--- config.mk ---
export PLATFORM = sky130hd
export DESIGN_NAME = dlw_walker
export DESIGN_NICKNAME = d
export VERILOG_FILES = /design/src/rtl/dlw_pkg.sv /design/src/rtl/dlw_list_sel.sv /design/src/rtl/dlw_advance.sv /design/src/rtl/dlw_walker.sv
export SDC_FILE = /design/constraint.sdc
export NUM_CORES = 1
export LEC_CHECK = 0
export BUFFER_PORTS_ARGS = -buffer_cell sky130_fd_sc_hd__buf_2
export CAP_MARGIN = 20
export CORE_ASPECT_RATIO = 0.6
export CORE_UTILIZATION = 43
export DETAILED_ROUTE_END_ITERATION = 6
export PLACE_DENSITY = 0.87
export SLEW_MARGIN = 20
export SYNTH_ARGS = -nofsm -noshare
export SYNTH_HDL_FRONTEND = slang
export SYNTH_SLANG_ARGS = --single-unit
--- constraint.sdc ---
create_clock -name clk -period 4.4 [get_ports clk]
set_input_delay 0.88 -clock clk [delete_from_list [all_inputs] [get_ports clk]]
set_output_delay 0.88 -clock clk [all_outputs]
set_load 0.005 [all_outputs]
--- src/rtl/dlw_pkg.sv ---
package dlw_pkg;
  typedef enum logic [1:0] {
    LT_ISO  = 2'd0,
    LT_INT  = 2'd1,
    LT_ASY  = 2'd2,
    LT_NONE = 2'd3
  } list_t;

  typedef enum logic [1:0] {
    ST_IDLE  = 2'd0,
    ST_EVAL  = 2'd1,
    ST_ISSUE = 2'd2,
    ST_WAIT  = 2'd3
  } walk_st_t;
endpackage

--- src/rtl/dlw_list_sel.sv ---
module dlw_list_sel #(
  parameter int N = 32,
  localparam int IW = $clog2(N)
) (
  input  dlw_pkg::list_t sel,
  input  logic [2:0]     list_en,
  input  logic [N-1:0]   skip_iso,
  input  logic [N-1:0]   skip_int,
  input  logic [N-1:0]   skip_asy,
  input  logic [IW-1:0]  last_iso,
  input  logic [IW-1:0]  last_int,
  input  logic [IW-1:0]  last_asy,
  output logic           en_sel,
  output logic [N-1:0]   skip_sel,
  output logic [IW-1:0]  last_sel
);
  import dlw_pkg::*;

  logic [2:0][N-1:0]  skip_all;
  logic [2:0][IW-1:0] last_all;

  assign skip_all = {skip_asy, skip_int, skip_iso};
  assign last_all = {last_asy, last_int, last_iso};

  always_comb begin
    en_sel   = 1'b0;
    skip_sel = '1;
    last_sel = '0;
    for (int k = 0; k < 3; k++) begin
      if (sel == list_t'(k)) begin
        en_sel   = list_en[k];
        skip_sel = skip_all[k];
        last_sel = last_all[k];
      end
    end
  end
endmodule

--- src/rtl/dlw_advance.sv ---
module dlw_advance #(
  parameter int N = 32,
  localparam int IW = $clog2(N)
) (
  input  logic [IW-1:0] cur_idx,
  input  logic [IW-1:0] last_idx,
  input  logic          np_valid,
  input  logic [IW-1:0] np_target,
  output logic [IW-1:0] nxt_idx,
  output logic          list_end
);
  logic fwd_jump;

  assign fwd_jump = np_valid && (np_target > cur_idx);

  always_comb begin
    nxt_idx  = cur_idx + IW'(1);
    list_end = 1'b0;
    if (fwd_jump) begin
      nxt_idx = np_target;
      if (np_target > last_idx) list_end = 1'b1;
    end else if (cur_idx >= last_idx) begin
      list_end = 1'b1;
    end
  end
endmodule

--- src/rtl/dlw_walker.sv ---
module dlw_walker #(
  parameter int N = 32,
  localparam int IW = $clog2(N)
) (
  input  logic          clk,
  input  logic          rst_n,
  input  logic          start,
  input  logic [2:0]    list_en,
  input  logic [N-1:0]  skip_iso,
  input  logic [N-1:0]  skip_int,
  input  logic [N-1:0]  skip_asy,
  input  logic [IW-1:0] last_iso,
  input  logic [IW-1:0] last_int,
  input  logic [IW-1:0] last_asy,
  output logic [1:0]    np_list,
  output logic [IW-1:0] np_idx,
  input  logic          np_valid,
  input  logic [IW-1:0] np_target,
  output logic          iss_valid,
  input  logic          iss_ready,
  output logic [1:0]    iss_list,
  output logic [IW-1:0] iss_idx,
  input  logic          done,
  output logic          pass_done
);
  import dlw_pkg::*;

  walk_st_t      st_q, st_d;
  list_t         lst_q, lst_d;
  logic [IW-1:0] idx_q, idx_d;
  logic          pd_q, pd_d;

  logic          en_sel;
  logic [N-1:0]  skip_sel;
  logic [IW-1:0] last_sel;
  logic [IW-1:0] nxt_idx;
  logic          list_end;
  logic          step, next_list;

  dlw_list_sel #(.N(N)) u_sel (
    .sel      (lst_q),
    .list_en  (list_en),
    .skip_iso (skip_iso),
    .skip_int (skip_int),
    .skip_asy (skip_asy),
    .last_iso (last_iso),
    .last_int (last_int),
    .last_asy (last_asy),
    .en_sel   (en_sel),
    .skip_sel (skip_sel),
    .last_sel (last_sel)
  );

  dlw_advance #(.N(N)) u_adv (
    .cur_idx   (idx_q),
    .last_idx  (last_sel),
    .np_valid  (np_valid),
    .np_target (np_target),
    .nxt_idx   (nxt_idx),
    .list_end  (list_end)
  );

  always_comb begin
    st_d      = st_q;
    lst_d     = lst_q;
    idx_d     = idx_q;
    pd_d      = 1'b0;
    step      = 1'b0;
    next_list = 1'b0;
    unique case (st_q)
      ST_IDLE: begin
        if (start) begin
          st_d  = ST_EVAL;
          lst_d = LT_ISO;
          idx_d = '0;
        end
      end
      ST_EVAL: begin
        if (!en_sel)               next_list = 1'b1;
        else if (skip_sel[idx_q])  step      = 1'b1;
        else                       st_d      = ST_ISSUE;
      end
      ST_ISSUE: begin
        if (iss_ready) st_d = ST_WAIT;
      end
      ST_WAIT: begin
        if (done) step = 1'b1;
      end
      default: st_d = ST_IDLE;
    endcase

    if (step) begin
      if (list_end) begin
        next_list = 1'b1;
      end else begin
        idx_d = nxt_idx;
        st_d  = ST_EVAL;
      end
    end

    if (next_list) begin
      idx_d = '0;
      if (lst_q == LT_ASY) begin
        st_d = ST_IDLE;
        pd_d = 1'b1;
      end else begin
        lst_d = list_t'(2'(lst_q) + 2'd1);
        st_d  = ST_EVAL;
      end
    end
  end

  always_ff @(posedge clk or negedge rst_n) begin
    if (!rst_n) begin
      st_q  <= ST_IDLE;
      lst_q <= LT_ISO;
      idx_q <= '0;
      pd_q  <= 1'b0;
    end else begin
      st_q  <= st_d;
      lst_q <= lst_d;
      idx_q <= idx_d;
      pd_q  <= pd_d;
    end
  end

  assign np_list   = lst_q;
  assign np_idx    = idx_q;
  assign iss_valid = (st_q == ST_ISSUE);
  assign iss_list  = lst_q;
  assign iss_idx   = idx_q;
  assign pass_done = pd_q;
endmodule

* After elaboration in Yosys (flattened, before gate mapping)
Cells that the tools add are included.
** Word-level totals
- Register bits after elaboration :: 10
- Bits of input ports :: 125
- Output and inout port bits :: 16
- Logic and storage cells :: 61
** Cells by class
- $add $sub $neg :: 2
- $lt $le $gt $ge :: 4
- Equal/unequal tests :: 5
- Mux-type cells :: 43
- Reduce and logical (&&, ||, !) cells :: 3
** Operator list (count)
- 32-bit 2-to-1 mux :: 3
- 5-bit 2-to-1 mux :: 9
- 2-bit 2-to-1 mux :: 11
- 1-bit 2-to-1 mux :: 17
- 5-bit > comparator :: 2
- 2-bit equality test (second input constant) :: 3
- 5-bit by 6-bit less-than comparator with 1-bit output (second input constant) :: 1
- 2-bit one-hot mux with 3 select lines :: 1
- 5-bit by 1-bit adder with 5-bit output (second input constant) :: 1
- 1-bit binary-select mux with 5-bit select :: 1
- 5-bit greater-or-equal comparator :: 1
- 2-bit by 1-bit equality test with 1-bit output (second input constant) :: 2
- 2-bit logical NOT :: 2
- 2-bit by 1-bit adder with 2-bit output (second input constant) :: 1
- 1-bit one-hot mux with 2 select lines :: 1
- 1-bit logical AND :: 1

* Logic depth before layout (Yosys ltp)
- Depth in word-level cells :: 12
- Mapped depth :: 15
- Mapped depth without buffers :: 12

* Modules after synthesis
Synthesis repeated with hierarchy kept, for this count alone.
** Unflattened totals
- Cell total of the unflattened synthesis :: 256
- Area, all modules :: 2324.7 um2
** By module, submodules not included
- dlw_walker :: times used 1, cells each 109, area an instance 962.2 um2
- dlw_list_sel :: times used 1, cells each 90, area an instance 895.9 um2
- dlw_advance :: times used 1, cells each 57, area an instance 466.7 um2

* Least setup slack after synthesis
OpenSTA, ideal clock, no wires.
- Kind :: flip-flop to flip-flop
- From :: register lst_q[1], in the netlist iss_list[1]
- To :: register lst_q[1], in the netlist iss_list[1]
- Setup time :: 0.137 ns
- Data arrival time :: 3.053 ns
- Setup slack :: 1.211 ns
- Stages on the path, launching flop included :: 15
- Buffers on the path :: 3
- Period minus slack after synthesis :: 3.189 ns
- Cells stage by stage :: dfrtp_1 > buf_2 > clkbuf_1 > clkbuf_1 > nor2b_1 > a21oi_1 > ha_1 > nor2b_1 > o211ai_1 > a21oi_1 > a211oi_1 > a211oi_1 > a211oi_1 > nor2_1 > mux2i_1
** On the way
- Longest elaborated chain between the ends :: 11
** Ends and longest elaborated chain
- start, declared :: RTL line dlw_walker.sv:29 : list_t lst_q, lst_d;
- start signal, assigned :: RTL line dlw_walker.sv:121 : lst_q <= lst_d;
- 2-bit logical NOT :: RTL line dlw_list_sel.sv:30 : if (sel == list_t'(k)) begin
- 32-bit 2-to-1 mux (3 in series) :: RTL line dlw_list_sel.sv:30
- 1-bit binary-select mux with 5-bit select :: RTL line dlw_walker.sv:80 : else if (skip_sel[idx_q]) step = 1'b1;
- 1-bit 2-to-1 mux (implied by the code) :: RTL line dlw_walker.sv:80
- 1-bit 2-to-1 mux :: RTL line dlw_walker.sv:80
- 1-bit 2-to-1 mux :: RTL line dlw_walker.sv:79 : if (!en_sel) next_list = 1'b1;
- 1-bit one-hot mux with 2 select lines :: RTL line dlw_walker.sv:70 : unique case (st_q)
- 1-bit 2-to-1 mux :: RTL line dlw_walker.sv:92 : if (step) begin
- 2-bit 2-to-1 mux * :: RTL line dlw_walker.sv:101 : if (next_list) begin
- via lst_d[1] :: RTL line dlw_walker.sv:29
The timed path passes the listed nets; every way through them passes the cells marked *. The select of a mux whose other input is x is not followed.

==> results.yml <==
floorplan:
  num_rows: 19
  core_um2: 4640
  dieArea_um2: 5170
  die_y_um: 56.1
  die_w_um: 92.2
  ioPinCount: 141
  start_util: 0.452
yosys:
  synth_top_family_by_area: "compound AO/OA/AOI/OAI gates"
  yosys.area_share.xor_xnor: 0
  syn_inst: 253
  async_flop_share: 1.00
  synth.distinct_cells: 44
  synth_top_cell_by_area: "mux2_2"
  yosys_warnings: 0
  avgSynthCellArea_um2: 8.29
  syn_area_um2: 2100
  synthMuxAreaShare: 0.271
  yosysSeqAreaShare: 0.119
  ys_ff_latch: 10
  synth_nets: 394
  ys.flop_type: "dfrtp_1"
  synth.top_cell.area_share: 0.140
  yosys.area_share.simple: 0.135
  synth_edf_count: 0
  synth_fa_ha_area_frac: 0.0955
  synth-compound-area-share: 0.284
  synth_area_leaders: "mux2_2 14%, dfrtp_1 12%, ha_1 9.5%"
timing:
  min_period_over_period: 0.801
  grt_setup_unrepaired: "false"
  finalSetupViolCount: 0
  skew_ps: 1.05
  period_minus_slack_ps: 3530
  relSlewSlack: 0.356
  fmax_mhz: 284
  worstMarginPinSlew_ps: 967
  hold_viol_final: 0
  setup-tns-final_ps: 0
  drv_slew: 0
  final.setup.worst_slack_ps: 875
pwr:
  vdd_drop_max_mv: 0.227
  clockPowerShare: 0.068
  finalPower_mw: 1.66
  p_seq_frac: 0.161
  comb_power_share: 0.771
  p_int_mw: 0.828
  total_leakage_power_nw: 1.34
  switching_share: 0.500
  p_per_area_nw_per_um2: 592
  switching_power_mw: 0.828
clock_network:
  cts.sinks: 10
  ctsResizeCount: 0
  htree_levels: 1
  cts_tree: "yes"
  postCtsSetupRepairBufs: 0
  clk_latency_ps: 230
  cts_root_buf: "clkbuf_8"
  cts-buffers-inserted: 3
  path_clk_slew_ps: 50
  hold_buffers: 0
  cts_buffer_depth: 2
critical_path:
  cp.buffers_inverters: 0
  critPathRequiredTime_ps: 4530
  worstSetupStartpointType: "flip-flop"
  cp_data_arrival_time_ps: 3650
  rr_endpoint: "iss_idx[2]"
  slowest_delay_ps: 660
  critPathKind: "reg2reg"
  crit_path_cell_trace: "nand2b_1 -> o221ai_1 -> o21ai_0 -> o311a_1 -> a221o_1 -> a31o_1 -> and2_4 -> o31ai_1"
  worst-path-stages: 8
  path_max_fanout: 25
  slowest_stage: "nand2b_1"
  endpoint_kind: "flip-flop"
  crit_family: "compound AO/OA/AOI/OAI gates"
  reg2reg_depth: 8
  rrSetupSlack_ps: 870
cells_and_area:
  postLayoutCoreUtil: 0.604
  finish.net_count: 516
  seq_area_um2: 251
  stdcell_count: 437
  drive_above_1_share: 0.495
  areaGrowthSynthToFinish_pct: 33.4
  nFillCells: 418
  diodes: 0
  multiInputGateArea_um2: 1650
route:
  viasPerCell: 5.57
  ant_nets: 0
  wirelength_um: 6470
  wl_per_cell_um: 14.8
  drc: 0
  via_count: 2435
  drt_iter0_markers: 180
  dr.pass1.iters: 4
placement:
  portBuffers: 140
  post-place-ws_ps: 897
  gp_congestion: 0.951
  dp.cells: 433
  dpl.hpwl_um: 5290
outcome:
  outcome: "finished, final reports clean"
global_route:
  antenna_found_initial: 0
  grt_pass1_wl_um: 10400
  grt_max_degree: 34
  grt_overflow: 0
  grt_use_total: 0.252
  grt_pass1_vias: 2266
min_path:
  hold_path_class: "in2async"
run:
  maxCapViolations: 0
[metrics by stage]
stage          hold slack [ps]  area, um2
2_1_floorplan              584       2100
3_3_place_gp               613       2740
3_5_place_dp               641       2740
4_1_cts                    501       2800
5_1_grt                    507       2800
6_report                   498       2800
[metal layers]
layer / wire length [um] / GRT usage / up-vias
li1: - / - / 1227
met2: 2900 / 0.414 / 107
met1: 3040 / 0.350 / 1094
met5: 0 / 0 / -
met4: 53 / 0.0513 / 0
met3: 472 / 0.0396 / 7
[power by group through the flow]
stage               clock [mW]  combinational [mW]  sequential (mW)
finish                   0.113                1.28            0.267
global route             0.119                1.43            0.280
CTS                      0.116                1.27            0.265
detailed placement           0                1.27            0.266
global placement             0                1.23            0.263
floorplan                    0                1.10            0.173
[layout by cell type (no fill, tap or decap), types with 7 or more instances in the layout]
master and n:
a21oi_1 8, buf_2 140, dfrtp_1 9, ha_1 16
inv_1 7, mux2_2 26, mux2i_1 10, nand2_1 19
nand3_1 9, nor2_1 19, o21ai_0 9, o221ai_1 9
o22ai_1 20, o31ai_1 9
[kinds of logic (layout without fill, tap and decap cells)]
family | count (synthesis) | in the layout
adders and majority gates | 16 | 16
buffers and inverters | 36 | 157
and+or+nand+nor | 62 | 62
AOI/OAI and AO/OA | 83 | 83
DFF | 10 | 10
muxes | 46 | 46
[cells in the mapped netlist (4+ instances only)]
master    number
a211oi_1       6
a21oi_1        8
buf_2          6
buf_4          7
buf_6          4
clkbuf_1      10
dfrtp_1       10
ha_1          16
inv_1          7
mux2_2        26
mux2i_1       10
mux4_2         5
nand2_1       19
nand3_1        9
nor2_1        19
nor2b_1        4
o211ai_1       6
o21ai_0        9
o221ai_1       9
o22ai_1       20
o31ai_1        9
[sequential cells by signal, indices dropped and copies added, names as in the netlist, named ones only]
signal,cells
iss_list,1
st_q,2
pass_done,1
iss_idx,5
[worst register-to-register path, delay by kind of cell, from the launching register on]
family           cells  cell delay (ps)
AO/OA/AOI/OAI        6             1970
flip-flops           1              570
AND/OR/NAND/NOR      2              870
[layout make-up]
cell class	count	area share
Clock buffer	4	0.0197
Tap cell	63	0.0282
Inverter	9	0.0121
Multi-Input combinational cell	207	0.589
Sequential cell	10	0.0899
Timing Repair Buffer	144	0.261
[worst max path at each step]
stage | end | startpoint
after CTS | iss_idx[0] | flip-flop
final | iss_idx[2] | flip-flop
after detailed placement | iss_idx[0] | flip-flop
after global placement | iss_idx[1] | flip-flop
after floorplan | iss_list[1] | iss_list[1]
after global routing | iss_idx[2] | flip-flop
No activity file was read; power rests on OpenSTA's default activity.
